--- config.mk ---
export PLATFORM = sky130hd
export DESIGN_NAME = pgood_channel
export DESIGN_NICKNAME = d
export VERILOG_FILES = /design/src/rtl/pgc_pkg.sv /design/src/rtl/pgc_sync.sv /design/src/rtl/pgc_hold_filter.sv /design/src/rtl/pgc_qual_timer.sv /design/src/rtl/pgood_channel.sv
export SDC_FILE = /design/constraint.sdc
export NUM_CORES = 1
export LEC_CHECK = 0
export BUFFER_PORTS_ARGS = -buffer_cell sky130_fd_sc_hd__buf_2
export CAP_MARGIN = 10
export CORE_ASPECT_RATIO = 0.7
export CORE_MARGIN = 4
export CORE_UTILIZATION = 30
export CTS_CLUSTER_SIZE = 28
export DETAILED_ROUTE_END_ITERATION = 12
export GPL_TIMING_DRIVEN = 0
export PLACE_DENSITY = 0.46
export SYNTH_ARGS = -nofsm -noshare
export SYNTH_HDL_FRONTEND = slang
export SYNTH_HIERARCHICAL = 1
export SYNTH_SLANG_ARGS = --single-unit
--- constraint.sdc ---
create_clock -name clk -period 2.63 [get_ports clk]
set_clock_uncertainty 0.05 [all_clocks]
set_input_delay 0.3945 -clock clk [delete_from_list [all_inputs] [get_ports clk]]
set_output_delay 0.3945 -clock clk [all_outputs]
set_load 0.05 [all_outputs]
--- src/rtl/pgc_pkg.sv ---
// Shared types for the power-good channel.
package pgc_pkg;
    // Qualification timer state.
    typedef enum logic [1:0] {
        TMR_IDLE  = 2'd0,
        TMR_COUNT = 2'd1,
        TMR_GOOD  = 2'd2
    } tmr_state_e;
endpackage

--- src/rtl/pgc_sync.sv ---
// Two-flop synchronizer for a vector of independent asynchronous flags.
// Assumes each bit is a level that needs no coherency with the others.
module pgc_sync #(
    parameter int WIDTH = 2
) (
    input  logic             clk,
    input  logic             rst_n,
    input  logic [WIDTH-1:0] d,
    output logic [WIDTH-1:0] q
);
    logic [WIDTH-1:0] meta;

    // Two register stages; reset drives both to zero.
    always_ff @(posedge clk) begin
        if (!rst_n) begin
            meta <= '0;
            q    <= '0;
        end else begin
            meta <= d;
            q    <= meta;
        end
    end
endmodule

--- src/rtl/pgc_hold_filter.sv ---
// Pulse filter. The output takes a new input level only after that level
// has been seen on HOLD consecutive cycles. With SYMM = 0 a rising input
// passes at once and only the falling edge is filtered.
// Assumes HOLD >= 1 and an already synchronized input.
module pgc_hold_filter #(
    parameter int HOLD = 4,
    parameter bit SYMM = 1'b1
) (
    input  logic clk,
    input  logic rst_n,
    input  logic d,
    output logic q
);
    localparam int CW = (HOLD > 1) ? $clog2(HOLD) : 1;

    logic [CW-1:0] cnt;
    logic          fast_set;

    // Variant choice: symmetric filter, or filter on the falling edge only.
    generate
        if (SYMM) begin : g_sym
            assign fast_set = 1'b0;
        end else begin : g_fall
            assign fast_set = d;
        end
    endgenerate

    // Count consecutive disagreeing samples, then adopt the new level.
    always_ff @(posedge clk) begin
        if (!rst_n) begin
            q   <= 1'b0;
            cnt <= '0;
        end else if (d == q) begin
            cnt <= '0;
        end else if (fast_set) begin
            q   <= 1'b1;
            cnt <= '0;
        end else if (cnt == CW'(HOLD - 1)) begin
            q   <= d;
            cnt <= '0;
        end else begin
            cnt <= cnt + 1'b1;
        end
    end
endmodule

--- src/rtl/pgc_qual_timer.sv ---
// Restartable qualification timer. It counts while qual is high and
// declares good once the count reaches a limit latched at the start.
// It is cleared whenever qual drops and held cleared while good.
// Assumes RISE_CYC fits in CNT_W bits.
module pgc_qual_timer
    import pgc_pkg::*;
#(
    parameter int CNT_W    = 16,
    parameter int RISE_CYC = 35
) (
    input  logic             clk,
    input  logic             rst_n,
    input  logic             qual,
    input  logic             bypass,
    input  logic [CNT_W-1:0] dly,
    output logic             good
);
    tmr_state_e       state;
    logic [CNT_W-1:0] cnt;
    logic [CNT_W-1:0] limit;

    // Start, count, declare good or abort.
    always_ff @(posedge clk) begin
        if (!rst_n) begin
            state <= TMR_IDLE;
            cnt   <= '0;
            limit <= '0;
        end else if (!qual) begin
            state <= TMR_IDLE;
            cnt   <= '0;
        end else begin
            case (state)
                TMR_IDLE: begin
                    state <= TMR_COUNT;
                    limit <= bypass ? CNT_W'(RISE_CYC) : dly;
                    cnt   <= CNT_W'(1);
                end
                TMR_COUNT: begin
                    if (cnt >= limit) begin
                        state <= TMR_GOOD;
                        cnt   <= '0;
                    end else begin
                        cnt <= cnt + 1'b1;
                    end
                end
                default: cnt <= '0;
            endcase
        end
    end

    // Good flag decoded from state.
    assign good = (state == TMR_GOOD);
endmodule

--- src/rtl/pgood_channel.sv ---
// One supervisor channel: synchronizes the enable and the rail flag, filters
// them, qualifies the rising edge with a timer and gates the result with
// lockout. Assumes uvlo is synchronous to clk.
module pgood_channel #(
    parameter int CNT_W    = 16,
    parameter int RISE_CYC = 35,
    parameter int FALL_CYC = 20,
    parameter int EN_HOLD  = 4
) (
    input  logic             clk,
    input  logic             rst_n,
    input  logic             rail_above,
    input  logic             chan_en,
    input  logic             uvlo,
    input  logic             dly_bypass,
    input  logic [CNT_W-1:0] dly_cycles,
    output logic             pgood
);
    logic [1:0] sync_q;
    logic       rail_s;
    logic       en_s;
    logic       rail_f;
    logic       en_f;
    logic       qual;
    logic       pg_int;

    pgc_sync #(.WIDTH(2)) u_sync (
        .clk  (clk),
        .rst_n(rst_n),
        .d    ({chan_en, rail_above}),
        .q    (sync_q)
    );
    assign rail_s = sync_q[0];
    assign en_s   = sync_q[1];

    pgc_hold_filter #(.HOLD(EN_HOLD), .SYMM(1'b1)) u_en_filt (
        .clk  (clk),
        .rst_n(rst_n),
        .d    (en_s),
        .q    (en_f)
    );

    pgc_hold_filter #(.HOLD(FALL_CYC), .SYMM(1'b0)) u_rail_filt (
        .clk  (clk),
        .rst_n(rst_n),
        .d    (rail_s),
        .q    (rail_f)
    );

    // Qualifying condition for the timer.
    assign qual = en_f & rail_f & ~uvlo;

    pgc_qual_timer #(.CNT_W(CNT_W), .RISE_CYC(RISE_CYC)) u_timer (
        .clk   (clk),
        .rst_n (rst_n),
        .qual  (qual),
        .bypass(dly_bypass),
        .dly   (dly_cycles),
        .good  (pg_int)
    );

    // Lockout gates the output without waiting for a clock edge.
    assign pgood = pg_int & ~uvlo;
endmodule

Yosys cells after proc, flatten, opt, wreduce, memory -nomap -nowiden --
Index checks and enable logic that the tools add are counted. W data, S select, Z words.
Word-level totals: bits in registers 47, input bits 22, output and inout bits 1, logic and storage cells 44
Cells by class: add/subtract/negate cells 3, magnitude comparators 1, equality and inequality tests 7, mux-type cells 7, bitwise operators 7, reduce and logical (&&, ||, !) cells 10
Operator list (count):
- $mux W16 | 2
- $pmux W16 S2 | 1
- $add A16 B1 Y16 const B | 1
- $ge A16 B16 Y1 | 1
- $reduce_and A2 Y1 | 5
- $add A5 B1 Y5 const B | 1
- $eq A5 B5 Y1 const B | 1
- $eq A2 B2 Y1 const B | 2
- $not A1 Y1 | 4
- $pmux W2 S2 | 1
- $reduce_bool A2 Y1 | 2
- $reduce_or A4 Y1 | 1
- $and A1 B1 Y1 | 3
- $reduce_or A3 Y1 | 1
- $add A2 B1 Y2 const B | 1
- $eq A1 B1 Y1 | 2
- $eq A2 B1 Y1 const B | 1
- $logic_not A2 Y1 | 1
- $mux W1 | 2
- $mux W2 | 1
- $ne A2 B1 Y1 const B | 1

Logic depth before layout (Yosys ltp) --
Gate-level depths: netlist (run 1).
word-level depth 3, gate-level depth with buffers 9, mapped depth without buffers 7

Cells and area by module --
The synthesis (run 1) kept the hierarchy.
Modules (own cells, without submodules):
- pgc_qual_timer | instances 1, cells each 211, area an instance 1914.3 um^2, seq. area each 680.7 um^2
- pgc_hold_filter (u_rail_filt) | instances 1, cells each 25, area an instance 272.8 um^2, seq. area each 120.1 um^2
- pgc_hold_filter (u_en_filt) | instances 1, cells each 9, area an instance 118.9 um^2, seq. area each 60.1 um^2
- pgc_sync | instances 1, cells each 8, area an instance 105.1 um^2, seq. area each 80.1 um^2
- pgood_channel | instances 1, cells each 2, area an instance 15.0 um^2, seq. area each 0.0 um^2

Worst setup path after synthesis (run 1) --
OpenSTA, ideal clock, no wires.
path type register to register, start reg u_timer.cnt[0], end reg u_timer.cnt[10], library setup time 0.063 ns, arrival time 1.958 ns, required time 2.517 ns, slack 0.559 ns, stages on the path, launching flop included 10, buffers on the path 2, period minus slack after synthesis 2.071 ns, cell sequence dfxtp_1 inv_1 ha_1 nand2b_4 a2111oi_4 o31ai_1 or3_1 buf_6 buf_12 nor2_4
On the way: longest elaborated chain between the ends 3, elaborated cells between the ends (all ways) 4, classes of those cells add/sub: 1; order compare: 1; mux: 2
RTL lines:
- start: declaration | RTL line pgc_qual_timer.sv:19 | logic [CNT_W-1:0] cnt;
- start signal: assignment | RTL line pgc_qual_timer.sv:43 | cnt <= cnt + 1'b1;
- $add A16 B1 Y16 / $ge A16 B16 Y1 (equally long branches) | RTL line pgc_qual_timer.sv:43, pgc_qual_timer.sv:39
- $mux W16 * | RTL line pgc_qual_timer.sv:39 | if (cnt >= limit) begin
- $pmux W16 S2 * | RTL line pgc_qual_timer.sv:32 | case (state)
Every way passes the cells marked *; elsewhere a longest branch is shown, timed or not. A chain may end at the register's enable or synchronous reset.

Worst setup path in the final report (run 1) --
start reg u_timer.cnt[0], end reg u_timer.cnt[14]
The elaborated chain is that of the path after synthesis.

==> results of run 1 <==
-- stage by stage --
step	setup WS [ps]	hold slack [ps]
2_1_floorplan	559	355
3_3_place_gp	393	358
3_5_place_dp	390	367
4_1_cts	377	254
5_1_grt	284	267
6_report	384	265
-- kinds of logic (layout without fill, tap and decap cells) --
logic type               count (synthesis)  after routing  synth area share [%]
XOR/XNOR                                18             18                  6.50
flip-flops                              47             47                  38.8
AND/OR/NAND/NOR                        105            105                  28.7
buffers and inverters                   31             60                  5.78
multiplexers                             1              1                 0.413
adder cells (fa/ha/maj)                 20             20                  10.3
AO/OA/AOI/OAI                           33             33                  9.49
-- worst reg2reg max path, delay by kind of cell (launching register included) --
family / cells / cell delay, ps
AO/OA/AOI/OAI: 2 / 480
adder cells (fa/ha/maj): 1 / 290
buffers and inverters: 3 / 370
flip-flops: 1 / 430
AND/OR/NAND/NOR: 3 / 570
-- registers in the layout, indices dropped and copies added (netlist names) --
signal and cells:
u_timer/cnt 16, u_en_filt/q 1, u_timer/state 2, u_rail_filt/cnt 5, u_sync/meta 2, u_sync/q 2, u_en_filt/cnt 2, u_rail_filt/q 1
u_timer/limit 16
-- how the worst max path moves through the flow --
stage / from / to / slack, ps
2_1_floorplan: u_timer/cnt[0] / u_timer/cnt[10] / 560
3_3_place_gp: u_timer/cnt[0] / u_timer/cnt[13] / 390
3_5_place_dp: u_timer/limit[14] / u_timer/cnt[9] / 390
4_1_cts: u_timer/limit[14] / u_timer/cnt[9] / 380
5_1_grt: u_timer/limit[14] / u_timer/cnt[14] / 280
6_report: u_timer/cnt[0] / u_timer/cnt[14] / 380
-- cell type report --
class	count	area, um2
sequential	47	941
inverter	23	86.3
timing repair buffer	21	105
buffer	8	53.8
tap	101	126
fill	810	5070
clock inverter	3	18.8
multi-input combinational	177	1350
clock buffer	5	125
-- metal layers --
metal	share of wire (%)	routed length (um)
met1	59	2770
met2	37	1730
met3	2.5	117
met4	1.5	70
met5	0	0
-- cells in the mapped netlist (2+ instances only) --
cell type   n  area share [%]
a21oi_1    18             3.7
and2_1      6             1.5
and3b_1     2            0.72
buf_1       2            0.31
clkbuf_1    4            0.62
dfxtp_1    47              39
ha_1       20              10
inv_1      23             3.6
nand2_1    14             2.2
nand3_1     8             1.7
nand4_1     3            0.77
nor2_1     17             2.6
nor2_4      9             4.2
nor2b_1    15             3.9
nor3_1      2            0.41
nor3b_1    13             4.0
nor4_1      2            0.52
o21a_1      2            0.62
o311a_1     3             1.2
o31ai_1     2            0.62
or3_1       2            0.52
xnor2_1     6             2.2
xor2_1     12             4.3
-- report_power, final --
group / total (W) / internal (W) / switching [W]
Clock: 0.000621 / 0.000352 / 0.000269
Combinational: 0.0000355 / 0.0000203 / 0.0000152
Sequential: 0.000716 / 0.000715 / 0.00000132
Total: 0.00137 / 0.00109 / 0.000285
==> metrics.csv, run 1 <==
stage,metric,value,unit
setup_path,crit_required,2810,ps
final_layout,final_common_cell,dfxtp_1,
power_and_ir_drop,vdd_ir_drop_max,0.243,mV
final_layout,stdcell_area,2800,um2
placed_design,globalplace.congestion,0.745,
drt,first_pass_iters,6,
final_layout,final_nets,325,
global_routing,gr-total-overflow,0,
global_routing,grt_pass1_wl,7990,um
power_and_ir_drop,p_leak,1.01,nW
cts,cts_sinks,47,
cts,cts.clk_slew.worst_paths,60,ps
setup_path,crit_slowest_cell,dfxtp_1,
global_routing,grt_antenna_before_repair,0,
sta,rsz0062_at_grt,false,
yosys,synthFlopType,dfxtp_1,
placed_design,port_buffers,21,
setup_path,cp-start-kind,register,
final_layout,antenna_cells,0,
cts,ctsHoldBuffers,0,
sta,setup-tns-final,0,ps
hold_path,hold_depth,2,
setup_path,cp_num_buf_inv,3,
flow_run,drv_cap,0,
sta,period_needed,2250,ps
sta,relSlewSlack,61.9,%
cts,cts_htree_levels,2,
sta,period_share,85.4,%
floorplanning,die_x,115,um
setup_path,rr_endpoint,u_timer/cnt[14],
floorplanning,initial_core_util,30.8,%
setup_path,r2r_cells,9,
setup_path,path_depth,9,
global_routing,grt_max_degree,19,
drt,antenna_left,0,
setup_path,cp_max_fo,10,
yosys,synth-edff-count,0,
global_routing,met2_usage,13.6,%
final_layout,area.growth.synth_to_final,15.5,%
setup_path,crit_chain,inv_1 > ha_1 > nand2b_4 > a2111oi_4 > o31ai_1 > or3_1 > buf_6 > buf_12 > nor2_4,
yosys,ys_seq_area_share,38.8,%
setup_path,rrSetupSlack,380,ps
drt,num_vias,1706,
cts,numCtsBuffers,5,
sta,setup_violations,0,
global_routing,top_usage_layer,met1,
cts,cts_setup_buffers,0,
sta,max_freq,445,MHz
final_layout,final_util,35.6,%
yosys,avgSynthCellArea,9.51,um2
outcome,status,completed,
global_routing,grtUsageMet1,16.3,%
setup_path,slowest_delay,430,ps
setup_path,end_kind,register,
cts,clk_latency,290,ps
setup_path,arrival,2430,ps
drt,wl_per_cell,12.2,um
placed_design,post-place-cells,377,
sta,drv_slew,0,
placed_design,placed_cell_area,2660,um2
final_layout,fin_cells,385,
global_routing,grt_pass1_vias,1630,
drt,drt_wl_total,4690,um
drt,drt_iter0_drc,39,
floorplanning,die_h,83.2,um
cts,cts_resized,0,
yosys,synthesis.nets,297,
global_routing,grt_usage,10.6,%
yosys,syn_inst,255,
power_and_ir_drop,p_per_area,490,nW/um2
floorplanning,die-area,9610,um2
yosys,yosysWarnings,6,
hold_path,worstHoldStart,rail_above,
yosys,async_flop_share,0,%
drt,via_per_inst,4.43,
setup_path,critPathKind,register to register,
hold_path,holdPathEnd,u_sync/meta[0],
placed_design,dp.final_hpwl,3630,um
cts,cts_tree,done,
global_routing,met3_usage,2.91,%
final_layout,drive_gt1_share,17.6,%
sta,tightestPinTransition,566,ps
sta,hold_violations,0,
yosys,ys_seq_elements,47,
cts,root_buffer,clkbuf_16,
hold_path,hold_class,input pin to register,
floorplanning,core_region_area,7870,um2
floorplanning,rows,27,
yosys,synthDistinctLibCells,46,
drt,drc_errors,0,
yosys,syn_area,2430,um2
floorplanning,ios,23,
power_and_ir_drop,power,0.00137,W
cts,cts_buffer_depth,2,
setup_path,rr_startpoint,u_timer/cnt[0],
final_layout,most-common-layout-cells,"47 x dfxtp_1, 23 x inv_1, 21 x buf_2",
setup_path,cp_top_family,simple AND/OR/NAND/NOR gates,
Note: power is estimated with default switching activity, not from simulation.
==> inputs of run 2 (changes only) <==
--- a/config.mk
+++ b/config.mk
@@ -9,11 +9,11 @@
 export CAP_MARGIN = 10
 export CORE_ASPECT_RATIO = 0.7
 export CORE_MARGIN = 4
-export CORE_UTILIZATION = 30
+export CORE_UTILIZATION = 53
 export CTS_CLUSTER_SIZE = 28
 export DETAILED_ROUTE_END_ITERATION = 12
 export GPL_TIMING_DRIVEN = 0
-export PLACE_DENSITY = 0.46
+export PLACE_DENSITY = 0.75
 export SYNTH_ARGS = -nofsm -noshare
 export SYNTH_HDL_FRONTEND = slang
 export SYNTH_HIERARCHICAL = 1
==> constraint.sdc (replaced) <==
create_clock -name clk -period 2.05 [get_ports clk]
set_clock_uncertainty 0.05 [all_clocks]
set_input_delay 0.3075 -clock clk [delete_from_list [all_inputs] [get_ports clk]]
set_output_delay 0.3075 -clock clk [all_outputs]
set_load 0.05 [all_outputs]
==> metrics.csv, run 2 (synthesized netlist as in run 1, its figures left out) <==
stage,metric,value,unit,change
outcome,status,"complete, but fails checks",,
outcome,violations,setup timing,,
placed_design,port_buffers,21,,unchanged
drt,drc_errors,0,,unchanged
sta,tightestPinTransition,602,ps,+35.6 ps
sta,max_freq,482,MHz,+8.2%
drt,num_vias,1812,,+6.2%
power_and_ir_drop,p_per_area,538,nW/um2,+9.7%
setup_path,crit_start,u_timer/cnt[9],,
setup_path,arrival,2260,ps,-170 ps
global_routing,grt_antenna_before_repair,0,,unchanged
sta,finalWorstSetupSlack,-25.2,ps,-409 ps
drt,first_pass_iters,4,,-2
final_layout,area.growth.synth_to_final,23.1,%,
final_layout,stdcell_area,2990,um2,+6.6%
power_and_ir_drop,power,0.00161,W,+17%
sta,setup-tns-final,-58.9,ps,-58.9 ps
setup_path,cp-start-kind,register,,
placed_design,placed_cell_area,2600,um2,-2.1%
hold_path,hold_class,input pin to register,,
power_and_ir_drop,vdd_ir_drop_max,0.376,mV,+54%
drt,drt_wl_total,5060,um,+7.8%
sta,relSlewSlack,59.5,%,-2.4 points
final_layout,final_common_cell,dfxtp_1,,
sta,drv_slew,0,,unchanged
floorplanning,die_h,64.6,um,-22%
floorplanning,die-area,5740,um2,-40%
setup_path,rr_startpoint,u_timer/cnt[9],,
global_routing,grt_usage,18.3,%,+7.7 points
setup_path,critPathKind,register to register,,
cts,cts_sinks,47,,unchanged
setup_path,end_kind,register,,
hold_path,hold_depth,2,,unchanged
final_layout,drive_gt1_share,33.6,%,+16 points
cts,numCtsBuffers,5,,unchanged
cts,cts.clk_slew.worst_paths,80,ps,+20 ps
drt,wl_per_cell,14.6,um,+20%
sta,setup_violations,4,,+4
setup_path,rr_endpoint,u_timer/cnt[11],,
final_layout,multi_input_area,1510,um2,+12%
final_layout,fin_cells,347,,-9.9%
sta,period_needed,2080,ps,-171 ps
power_and_ir_drop,p_leak,1.07,nW,+5.8%
cts,cts_tree,done,,
sta,hold_violations,0,,unchanged
drt,drt_iter0_drc,90,,+130%
global_routing,grt_pass1_vias,1765,,+8.3%
final_layout,antenna_cells,0,,unchanged
drt,antenna_left,0,,unchanged
final_layout,ff_latch_area,973,um2,+3.5%
setup_path,crit_required,2240,ps,-570 ps
sta,rsz0062_at_grt,true,,
setup_path,r2r_cells,8,,-1
final_layout,top_regs,"u_timer/cnt (16), u_timer/limit (16), u_rail_filt/cnt (5)",,
global_routing,grt_pass1_wl,8190,um,+2.5%
cts,root_buffer,clkbuf_8,,
setup_path,rrSetupSlack,-30,ps,-410 ps
placed_design,dp_slack,-195,ps,-585 ps
floorplanning,rows,20,,-26%
floorplanning,core_region_area,4380,um2,-44%
cts,clk_latency,300,ps,about the same
placed_design,post-place-cells,331,,-12%
flow_run,drv_cap,0,,unchanged
global_routing,grt_max_degree,19,,unchanged
global_routing,gr-total-overflow,0,,unchanged
floorplanning,ios,23,,unchanged
setup_path,cp_max_fo,6,,-4
cts,cts_buffer_depth,2,,unchanged
floorplanning,die_x,88.9,um,-23%
cts,cts_htree_levels,2,,unchanged
final_layout,final_nets,334,,+2.8%
final_layout,nFillCells,309,,-62%
sta,period_share,101,%,+16 points
placed_design,dp.final_hpwl,3260,um,-10%
setup_path,cp-endpoint,u_timer/cnt[11],,
floorplanning,initial_core_util,55.4,%,+25 points
placed_design,globalplace.congestion,0.771,,+3.4%
drt,via_per_inst,5.22,,+18%
final_layout,most-common-layout-cells,"29 x dfxtp_1, 21 x buf_2, 18 x a21oi_1",,
[run 2: final cells by class]
class / instances / area share [%]
Multi-Input combinational cell: 177 / 50.5
Sequential cell: 47 / 32.6
Timing Repair Buffer: 31 / 6.87
Inverter: 23 / 2.89
Clock buffer: 6 / 2.43
Tap cell: 55 / 2.30
Buffer: 7 / 1.42
Clock inverter: 1 / 1.01
[run 2: how the worst min path moves through the flow]
stage / start / to / slack (ps)
2_1_floorplan: u_en_filt/cnt[0] / u_en_filt/cnt[0] / 360
3_3_place_gp: u_sync/meta[0] / u_sync/q[0] / 360
3_5_place_dp: u_sync/meta[0] / u_sync/q[0] / 370
4_1_cts: rail_above / u_sync/meta[0] / 160
5_1_grt: rail_above / u_sync/meta[0] / 160
6_report: rail_above / u_sync/meta[0] / 160
[run 2: stage by stage]
| step | util (%) | hold WS (ps) |
|---|---|---|
| CTS | 66.9 | 157 |
| global route | 68.2 | 161 |
| finish | 68.2 | 165 |
| detailed placement | 59.4 | 365 |
| global placement | 59.4 | 359 |
| floorplan | - | 355 |
[run 2: power by group]
part	internal, W	switching, W	total (W)
Combinational	0.0000261	0.0000186	0.0000446
Sequential	0.000911	0.00000177	0.000913
Clock	0.000358	0.000291	0.000649
Total	0.00129	0.000312	0.00161
[run 2: critical path: stages, from the launching register on]
cell and delay (ps):
dfxtp_4 370, ha_4 250, a21oi_4 120, nor3_2 50, or3_4 390, or3_4 420
buf_12 150, buf_12 140, nor2_4 80
[run 2: timing repair]
action | CTS | global route
pin swaps | 14 | 7
buffers inserted | 6 | 4
setup endpoints to repair | 16 | 15
hold buffers | 0 | 0
cloned | 1 | 0
gates resized for setup | 31 | 16
hold endpoints to repair | 0 | 0
[run 2: routing by layer]
metal / vias to the layer above / part of all wire, % / GRT usage, %
li1: 938 / - / -
met1: 825 / 49 / 25.3
met2: 42 / 46 / 28.0
met3: 7 / 4.6 / 5.34
met4: 0 / 1.1 / 4.72
met5: - / 0 / 0
==> inputs of run 3 (changes only) <==
--- a/config.mk
+++ b/config.mk
@@ -7,9 +7,11 @@
 export LEC_CHECK = 0
 export BUFFER_PORTS_ARGS = -buffer_cell sky130_fd_sc_hd__buf_2
 export CAP_MARGIN = 10
+export CELL_PAD_IN_SITES_DETAIL_PLACEMENT = 0
+export CELL_PAD_IN_SITES_GLOBAL_PLACEMENT = 1
 export CORE_ASPECT_RATIO = 0.7
 export CORE_MARGIN = 4
-export CORE_UTILIZATION = 53
+export CORE_UTILIZATION = 41
 export CTS_CLUSTER_SIZE = 28
 export DETAILED_ROUTE_END_ITERATION = 12
 export GPL_TIMING_DRIVEN = 0
==> metrics.csv, run 3 (synthesized netlist as in run 1, its figures left out) <==
stage,metric,value,unit,change
cts,cts_sinks,47,,unchanged
placed_design,port_buffers,21,,unchanged
final_layout,top_regs,"u_timer/cnt (16), u_timer/limit (16), u_rail_filt/cnt (5)",,
power_and_ir_drop,p_seq_share,58.5,%,+1.7 points
final_layout,antenna_cells,0,,unchanged
drt,num_vias,1735,,-4.2%
cts,cts_buffer_depth,2,,unchanged
sta,rsz0062_at_grt,true,,
drt,drt_iter0_drc,43,,-52%
setup_path,cp-start-kind,register,,
power_and_ir_drop,switching_share,20.3,%,+0.90 points
power_and_ir_drop,switchingPower,0.000318,W,+2.1%
global_routing,grt_usage,14.0,%,-4.3 points
power_and_ir_drop,p_per_area,532,nW/um2,-1.1%
setup_path,cp_max_fo,6,,unchanged
cts,cts.clk_slew.worst_paths,90,ps,about the same
sta,hold_violations,0,,unchanged
sta,relSlewSlack,66.1,%,+6.6 points
power_and_ir_drop,p_leak,1.05,nW,-1.7%
global_routing,grt_max_degree,19,,unchanged
global_routing,grt_pass1_wl,8080,um,-1.4%
power_and_ir_drop,clockPowerShare,38.6,%,-1.8 points
drt,wl_per_cell,13.0,um,-11%
floorplanning,ios,23,,unchanged
power_and_ir_drop,pwr-share-comb,2.9,%,about the same
outcome,status,completed,,
final_layout,final_nets,330,,-1.2%
drt,first_pass_iters,4,,unchanged
setup_path,crit_required,2230,ps,about the same
setup_path,slowest_delay,440,ps,+20 ps
floorplanning,die-area,7230,um2,+26%
power_and_ir_drop,vdd_ir_drop_max,0.221,mV,-41%
cts,numCtsBuffers,5,,unchanged
placed_design,globalplace.congestion,0.775,,+0.56%
global_routing,gr-total-overflow,0,,unchanged
cts,cts_htree_levels,2,,unchanged
setup_path,end_kind,register,,
final_layout,drive_gt1_share,31.5,%,-2.1 points
power_and_ir_drop,internal-power,0.00125,W,-3.5%
floorplanning,die_h,72.4,um,+12%
final_layout,most-common-layout-cells,"28 x dfxtp_1, 21 x buf_2, 19 x inv_1",,
global_routing,grt_antenna_before_repair,0,,unchanged
floorplanning,die_x,99.9,um,+12%
sta,period_share,98.6,%,-2.7 points
drt,drt_wl_total,4720,um,-6.6%
sta,setup_violations,0,,-4
sta,tightestPinTransition,504,ps,-97.9 ps
floorplanning,initial_core_util,42.4,%,-13 points
floorplanning,core_region_area,5730,um2,+31%
placed_design,placed_cell_area,2630,um2,+0.96%
drt,drc_errors,0,,unchanged
global_routing,grt_pass1_vias,1682,,-4.7%
floorplanning,rows,23,,+15%
cts,ctsHoldBuffers,0,,unchanged
setup_path,crit_slowest_cell,or3_4,,
cts,root_buffer,clkbuf_8,,
cts,cts_tree,done,,
drt,antenna_left,0,,unchanged
sta,drv_slew,0,,unchanged
flow_run,drv_cap,0,,unchanged
cts,clk_latency,290,ps,about the same
sta,period_needed,2020,ps,-54.8 ps
setup_path,critPathKind,register to register,,
setup_path,cp_top_family,simple AND/OR/NAND/NOR gates,,
power_and_ir_drop,power,0.00157,W,-2.4%
setup_path,crit_top_cell,or3_4,,
final_layout,area.growth.synth_to_final,21.5,%,
sta,max_freq,495,MHz,+2.7%
final_layout,stdcell_area,2950,um2,-1.3%
final_layout,final_common_cell,dfxtp_1,,
placed_design,dp.final_hpwl,3370,um,+3.3%
setup_path,cp_num_buf_inv,2,,unchanged
setup_path,arrival,2200,ps,-60 ps
drt,via_per_inst,4.77,,-8.7%
hold_path,hold_class,input pin to register,,
setup_path,crit_chain,inv_2 > ha_4 > a21oi_2 > nor3_2 > or3_4 > or3_4 > clkbuf_16 > nor2_4,,
[run 3: cell type report]
type                    count  area, um2
fillers                   529       2780
multi-input cells         177       1490
flip-flops and latches     47        967
repair buffers             27        168
clock buffers               8        100
well taps                  75       93.8
inverters                  23       86.3
plain buffers               7       42.5
[run 3: worst paths after layout]
kind	from	end	slack, ps	depth (start not counted)
setup reg to reg	u_timer/limit[9]	u_timer/cnt[15]	30	8
hold / removal	chan_en	u_sync/meta[1]	170	2
setup / recovery	u_timer/limit[9]	u_timer/cnt[15]	30	8
hold reg to reg	u_sync/meta[0]	u_sync/q[0]	380	1
[run 3: power groups by stage]
| stage | clock [W] | sequential, W | combinational [W] |
|---|---|---|---|
| CTS | 0.000625 | 0.000917 | 0.0000465 |
| finish | 0.000605 | 0.000917 | 0.0000460 |
| global placement | 0 | 0.000940 | 0.0000458 |
| detailed placement | 0 | 0.000940 | 0.0000462 |
| floorplan | 0 | 0.000940 | 0.0000199 |
| global route | 0.000670 | 0.000918 | 0.0000515 |
[run 3: what timing repair did]
action                     CTS  global route
gates cloned                 0             1
resized for setup           12            27
pin swaps                    3            10
setup endpoints to repair   15            12
setup buffers                2             3
[run 3: layer usage]
layer	track usage [%]	wire length [um]
met1	21.5	2700
met3	3.84	168
met5	0	0
met4	3.64	33
met2	19.1	1820
[run 3: stage by stage]
stage               worst slack [ps]  setup TNS [ps]  instances  hold slack, ps  utilization, %
global route                   -11.4           -35.9        364             170            51.5
finish                          29.6               0        364             168            51.5
global placement                -155           -1530        351             358            45.9
detailed placement              -167           -1630        351             364            45.9
CTS                            -53.2            -519        361             159            48.9
floorplan                       17.3               0        255             355               -
